<file path="config.mk">
export PLATFORM = sky130hd
export DESIGN_NAME = cp_speedup_timer
export DESIGN_NICKNAME = d
export VERILOG_FILES = /design/src/rtl/cps_pkg.sv /design/src/rtl/cps_prescaler.sv /design/src/rtl/cps_window.sv /design/src/rtl/cp_speedup_timer.sv
export SDC_FILE = /design/constraint.sdc
export NUM_CORES = 1
export LEC_CHECK = 0
export ABC_CLOCK_PERIOD_IN_PS = 1700
export BUFFER_PORTS_ARGS = -buffer_cell sky130_fd_sc_hd__buf_2
export CAP_MARGIN = 20
export CORE_ASPECT_RATIO = 1.4
export CORE_MARGIN = 5
export CORE_UTILIZATION = 45
export CTS_CLUSTER_DIAMETER = 150
export DETAILED_ROUTE_END_ITERATION = 10
export PLACE_DENSITY = 0.69
export SYNTH_ARGS = -nofsm -noshare
export SYNTH_HDL_FRONTEND = slang
export SYNTH_SLANG_ARGS = --single-unit
</file>
<file path="constraint.sdc">
create_clock -name clk_i -period 1.7 [get_ports clk_i]
set_input_delay 0.085 -clock clk_i [delete_from_list [all_inputs] [get_ports clk_i]]
set_output_delay 0.085 -clock clk_i [all_outputs]
set_load 0.005 [all_outputs]
</file>
<file path="src/rtl/cps_pkg.sv">
package cps_pkg;
  typedef enum logic {
    WIN_IDLE = 1'b0,
    WIN_RUN  = 1'b1
  } win_state_e;
endpackage

</file>
<file path="src/rtl/cps_prescaler.sv">
module cps_prescaler #(
  parameter int PRE_W = 6
) (
  input  logic clk_i,
  input  logic rst_ni,
  input  logic clr_i,
  input  logic run_i,
  output logic tick_o
);
  localparam logic [PRE_W-1:0] PRE_MAX = {PRE_W{1'b1}};

  logic [PRE_W-1:0] cnt_q;

  always_ff @(posedge clk_i or negedge rst_ni) begin
    if (!rst_ni)    cnt_q <= '0;
    else if (clr_i) cnt_q <= '0;
    else if (run_i) cnt_q <= cnt_q + 1'b1;
  end

  assign tick_o = run_i && (cnt_q == PRE_MAX);

  // each unit restarts from phase zero
  p_wrap_r3: assert property (@(posedge clk_i) disable iff (!rst_ni)
    (tick_o || clr_i) |=> (cnt_q == '0));
endmodule

</file>
<file path="src/rtl/cps_window.sv">
module cps_window
  import cps_pkg::*;
#(
  parameter int TM_W = 7
) (
  input  logic            clk_i,
  input  logic            rst_ni,
  input  logic            start_i,
  input  logic            abort_i,
  input  logic            tick_i,
  input  logic [TM_W-1:0] tm_i,
  output logic            active_o
);
  localparam logic [TM_W-1:0] ONE = TM_W'(1);

  win_state_e      state_q;
  logic [TM_W-1:0] left_q;
  logic [TM_W-1:0] tm_eff;

  assign tm_eff = (tm_i == '0) ? ONE : tm_i;

  always_ff @(posedge clk_i or negedge rst_ni) begin
    if (!rst_ni) begin
      state_q <= WIN_IDLE;
      left_q  <= '0;
    end else if (abort_i) begin
      state_q <= WIN_IDLE;
      left_q  <= '0;
    end else if (start_i) begin
      state_q <= WIN_RUN;
      left_q  <= tm_eff;
    end else if (state_q == WIN_RUN && tick_i) begin
      if (left_q == ONE) begin
        state_q <= WIN_IDLE;
        left_q  <= '0;
      end else begin
        left_q <= left_q - 1'b1;
      end
    end
  end

  assign active_o = (state_q == WIN_RUN);

  p_restart_r6: assert property (@(posedge clk_i) disable iff (!rst_ni)
    (start_i && !abort_i) |=> (active_o && left_q == (($past(tm_i) == '0) ? ONE : $past(tm_i))));
  p_zero_as_one_r4: assert property (@(posedge clk_i) disable iff (!rst_ni)
    (start_i && !abort_i && tm_i == '0) |=> (left_q == ONE));
  p_count_down_r3: assert property (@(posedge clk_i) disable iff (!rst_ni)
    (active_o && tick_i && !start_i && !abort_i && left_q > ONE) |=> (left_q == $past(left_q) - 1'b1));
  p_abort_r7: assert property (@(posedge clk_i) disable iff (!rst_ni)
    abort_i |=> !active_o);
endmodule

</file>
<file path="src/rtl/cp_speedup_timer.sv">
module cp_speedup_timer #(
  parameter int PRE_W = 6,
  parameter int TM_W  = 7
) (
  input  logic            clk_i,
  input  logic            rst_ni,
  input  logic            load_i,
  input  logic            spd_en_i,
  input  logic [TM_W-1:0] tm_i,
  input  logic            sw_off_i,
  input  logic            psave_i,
  output logic            cp_fast_o,
  output logic            sw_on_o
);
  logic abort, start, win_active, unit_tick;

  assign abort = !spd_en_i || psave_i;
  assign start = load_i && !abort;

  cps_prescaler #(.PRE_W(PRE_W)) u_pre (
    .clk_i  (clk_i),
    .rst_ni (rst_ni),
    .clr_i  (start || abort),
    .run_i  (win_active),
    .tick_o (unit_tick)
  );

  cps_window #(.TM_W(TM_W)) u_win (
    .clk_i    (clk_i),
    .rst_ni   (rst_ni),
    .start_i  (start),
    .abort_i  (abort),
    .tick_i   (unit_tick),
    .tm_i     (tm_i),
    .active_o (win_active)
  );

  // gate immediately on enable/power-save, no register lag
  assign cp_fast_o = win_active && !abort;
  assign sw_on_o   = cp_fast_o && !sw_off_i;

  p_disabled_r1: assert property (@(posedge clk_i) disable iff (!rst_ni)
    !spd_en_i |=> !win_active);
  p_psave_r8: assert property (@(posedge clk_i) disable iff (!rst_ni)
    (psave_i && load_i) |=> !win_active);
  p_tick_in_window_r3: assert property (@(posedge clk_i) disable iff (!rst_ni)
    unit_tick |-> win_active);
  p_sw_subset_r5: assert property (@(posedge clk_i) disable iff (!rst_ni)
    sw_on_o |-> cp_fast_o);
  p_start_r2: assert property (@(posedge clk_i) disable iff (!rst_ni)
    start |=> win_active);
endmodule

</file>
==> results by stage <==
Status:
- The flow ran to the end, and the final reports show no timing, DRC or antenna violations.

Clock network:
- The clock insertion delay at the later pin of the skew report is 290 ps.
- The clock tree from TritonCTS is built.
- In this run the number of H-tree levels came out at 1.
- Clock-pin slew was measured on the worst setup and hold paths at 80 ps.
- The CTS root buffer is sky130_fd_sc_hd__clkbuf_4.
- In this run the post-CTS setup repair buffer count came out at 0.
- The number of buffers created by CTS is 3.
- The number of sinks driven by the clock tree is 14.
- The clock passes through at most 2 buffers.

STA:
- The final-layout worst hold slack is 57.4 ps.
- Setup violations remaining at the end of the flow were counted as 0.
- The final period demand of the worst path is 1630 ps.
- At the pin with the least slew margin, the transition time is 481 ps.
- The final cycle utilization of the critical path is 95.8%.
- The number of hold violations in the final report is 0.
- The post-route worst setup slack is 71.9 ps.
- Static timing analysis puts the maximum clock frequency at 614 MHz.
- The worst pin sits at a relative slew slack of 67.9%.
- Adding up every negative setup slack in the final design gives 0 ps.
- The final worst clock skew is 2.72 ps.
- The max-slew violation count is 0.

Global routing:
- The via count of the first global-routing pass came to 753.
- The initial antenna violation count is 0.
- The total global-route track usage is 14.9%.
- The first-pass GRT wire length is 3.11 mm.
- Global routing finished with a remaining overflow of 0.
- The maximum number of pins on one net before global-route repair is 15.

Drt:
- The routed design uses 93 µm of met3 wire.
- The first routing iteration left 17 violations.
- After detailed routing, the number of vias per cell comes to 5.64.
- The first-pass detailed-route iteration total is 4.
- Routed signal wires occupy layers up through met4.
- The total detailed-routing wirelength is 1.85 mm.
- The met2 wire length is 942 µm.
- The wire length per cell is 14.0 µm.
- The DRC violation count after routing is 0.
- The met1 routed wirelength after detailed routing is 764 µm.
- The remaining antenna violation count after routing is 0.
- Across all layers, the routed design uses 745 vias.

Logic synthesis:
- The number of synthesized register bits is 14.
- For this run, the number of Yosys warnings is 0.
- Summing the areas of all xor and xnor instances in the mapped netlist gives 4.03% of the synthesized area.
- The part of the Yosys area used for sequential elements is 40.3%.
- Counting every net in the synthesized netlist gives 109.
- Summing the areas of all and, or, nand and nor instances in the mapped netlist gives 24.5% of the synthesized area.
- The top cell type by total area after synthesis is sky130_fd_sc_hd__dfrtp_1.
- After Yosys synthesis, full adders, half adders and majority gates account for 4.32% of the synthesized area.
- The combinational family with the most area after synthesis is simple AND/OR/NAND/NOR gates.
- The number of library cell types mapped by synthesis is 36.
- The post-synthesis cell count is 93.
- The mux cell area share after synthesis is 3.46%.
- By area the synthesized netlist is led by sky130_fd_sc_hd__dfrtp_1, sky130_fd_sc_hd__nor2_1, sky130_fd_sc_hd__ha_1.
- The synthesized netlist devotes 16.0% of its cell area to compound gates.
- The synthesized netlist occupies a cell area of 868 µm².
- The average cell area after synthesis is 9.34 µm².
- The portion of synthesized cell area occupied by the leading cell type is 40.3%.

Pwr:
- The analysis attributes to cell leakage a power of 0.484 nW.
- Dividing total power by cell area gives a power density of 632 mW/mm².
- The worst vdd rail ir drop is 0.000377 V.

Critical path:
- Across all register-to-register paths, the minimum setup slack is 70 ps.
- By startpoint and endpoint, the worst setup path is classified as register to register.
- The worst flop-to-flop path endpoint is u_win.left_q[4].
- The worst register-to-register path has a depth of 6.
- The worst setup path is captured at a register.
- The type of origin of the critical path is a register.
- The highest fanout seen on the critical path is 3.
- The required time at the endpoint of the critical path is 1900 ps.
- The worst path arrival time is 1830 ps.
- The startpoint identified for the worst register-to-register timing path is u_win.left_q[0].

Placed design:
- Summed over all nets, the half-perimeter wirelength after detailed placement is 1.45 mm.
- The routability-driven placement congestion ratio is 0.897.
- In this run the tool buffered the top-level ports with 14 buffer cells.
- The placed standard-cell area is 960 µm².
- The setup slack at placement is -98.7 ps.

Layout:
- The share of cells above drive strength 1 is 26.8%.
- The net count of the finished layout is 130.
- The filler cell count is 173.
- The number of antenna cells inserted is 0.
- The synthesis-to-finish area growth is 17.6%.
- The final design utilization is 56.7%.
- Summing all non-filler instances in the final layout gives an area of 0.00102 mm².

Die:
- The die outline area is 0.00292 mm².
- The core region is 0.00180 mm².
- The initial utilization of the core area, before any placement, comes to 48.2%.
- From bottom edge to top edge, the die measures 62.0 µm.
- The I/O pin total is 15.
- The floorplan die width is 47.1 µm.
- In this run the core area contains 18 standard-cell rows.

Run:
- The number of maximum-capacitance constraint violations is 0.

Worst hold path:
- The hold-critical path depth is 3.
- The worst hold path belongs to the class input pin to register.
- The hold path startpoint is tm_i[1].
- The worst hold path terminates at u_win.left_q[1].
==> per-layer routing <==
metal	track usage [%]	vias to the layer above
met5	0	-
met4	5.93	0
met3	2.59	5
met2	25.8	17
met1	17.8	358
li1	-	365
==> metrics by stage <==
| stage | total power, W | cells |
|---|---|---|
| global route | 0.000674 | 132 |
| finish | 0.000646 | 132 |
| floorplan | 0.000413 | 93 |
| global placement | 0.000452 | 128 |
| detailed placement | 0.000454 | 128 |
| CTS | 0.000637 | 132 |
==> repair_timing <==
| action | 4_1_cts | 5_1_grt |
|---|---|---|
| pin swaps | 0 | 1 |
| endpoints found under the setup margin | 2 | 6 |
| hold buffers | 1 | 0 |
| resized for setup | 2 | 5 |
| endpoints found under the hold margin | 14 | 0 |
==> state kept, by name, indices dropped and copies added, names as in the netlist <==
name and cells:
u_win.left_q 7, u_pre.cnt_q 6, u_win.active_o 1
==> where the power goes <==
part / total [W] / internal [W] / switching (W)
Combinational: 0.000107 / 0.0000477 / 0.0000589
Sequential: 0.000349 / 0.000341 / 0.00000796
Clock: 0.000190 / 0.0000825 / 0.000108
==> critical path, cell delays in order (launching register included) <==
cell and delay, ps:
sky130_fd_sc_hd__dfrtp_1 400, sky130_fd_sc_hd__inv_1 100, sky130_fd_sc_hd__ha_1 190, sky130_fd_sc_hd__nor2b_4 170
sky130_fd_sc_hd__nand2_1 80, sky130_fd_sc_hd__or3b_1 370, sky130_fd_sc_hd__a221oi_2 230
==> Yosys cell counts <==
library cell,n
sky130_fd_sc_hd__ha_1,3
sky130_fd_sc_hd__a311oi_1,1
sky130_fd_sc_hd__a221oi_2,1
sky130_fd_sc_hd__nor2_1,14
sky130_fd_sc_hd__o221ai_1,1
sky130_fd_sc_hd__nor4_1,1
sky130_fd_sc_hd__nand2b_1,2
sky130_fd_sc_hd__a21oi_1,4
sky130_fd_sc_hd__a31oi_1,1
sky130_fd_sc_hd__o21ai_0,3
sky130_fd_sc_hd__or3b_1,1
sky130_fd_sc_hd__or2_2,1
sky130_fd_sc_hd__nand4bb_1,1
sky130_fd_sc_hd__or3_1,1
sky130_fd_sc_hd__mux2i_1,3
sky130_fd_sc_hd__inv_1,6
sky130_fd_sc_hd__or2_0,1
sky130_fd_sc_hd__nand4_1,2
sky130_fd_sc_hd__a211oi_2,1
sky130_fd_sc_hd__nor3b_1,1
sky130_fd_sc_hd__nand4_4,1
sky130_fd_sc_hd__a22oi_1,1
sky130_fd_sc_hd__nor3_1,4
sky130_fd_sc_hd__buf_6,3
sky130_fd_sc_hd__nand3_1,1
sky130_fd_sc_hd__o22ai_1,1
sky130_fd_sc_hd__a221oi_1,1
sky130_fd_sc_hd__a21o_1,1
sky130_fd_sc_hd__dfrtp_1,14
sky130_fd_sc_hd__xnor2_1,1
sky130_fd_sc_hd__o211ai_1,1
sky130_fd_sc_hd__a211oi_1,2
sky130_fd_sc_hd__xor2_1,3
sky130_fd_sc_hd__clkbuf_4,1
sky130_fd_sc_hd__nand2_1,8
sky130_fd_sc_hd__nor2b_1,1
==> logic make-up (layout without fill, tap and decap cells) <==
logic type,count (synthesis),in the layout
AND/OR/NAND/NOR,40,40
AO/OA/AOI/OAI,19,19
multiplexers,3,3
buffers and inverters,10,29
XOR/XNOR,4,4
adder cells (fa/ha/maj),3,3
flip-flops,14,14
==> final cells by class <==
| cell class | instances | area [µm²] | area share, % |
|---|---|---|---|
| multi-input combinational | 69 | 483 | 47.3 |
| sequential | 14 | 350 | 34.3 |
| inverter | 6 | 22.5 | 2.21 |
| clock buffer | 3 | 22.5 | 2.21 |
| timing repair buffer | 20 | 118 | 11.5 |
| tap | 20 | 25.0 | 2.45 |
==> how the worst max path moves through the flow <==
stage,start,endpoint,slack (ps)
after global placement,u_pre.cnt_q[1],u_win.left_q[4],-20
after floorplan,u_win.left_q[0],u_win.left_q[4],150
after global routing,u_win.left_q[0],u_win.left_q[4],-9
after detailed placement,u_pre.cnt_q[1],u_win.left_q[2],-100
final,u_win.left_q[0],u_win.left_q[4],70
after CTS,u_win.left_q[0],u_win.left_q[2],20
==> cell usage in the layout (no fill, tap or decap), drive strengths merged, types with 2 or more instances in the layout <==
| cell | count |
|---|---|
| buf | 19 |
| nor2 | 14 |
| dfrtp | 14 |
| nand2 | 8 |
| inv | 6 |
| nor3 | 4 |
| a21oi | 4 |
| o21ai | 3 |
| mux2i | 3 |
| xor2 | 3 |
| ha | 3 |
| clkbuf | 3 |
| nand4 | 3 |
| a211oi | 3 |
| nand2b | 2 |
| a221oi | 2 |
| or2 | 2 |
Note: power is estimated with default switching activity, not from simulation.
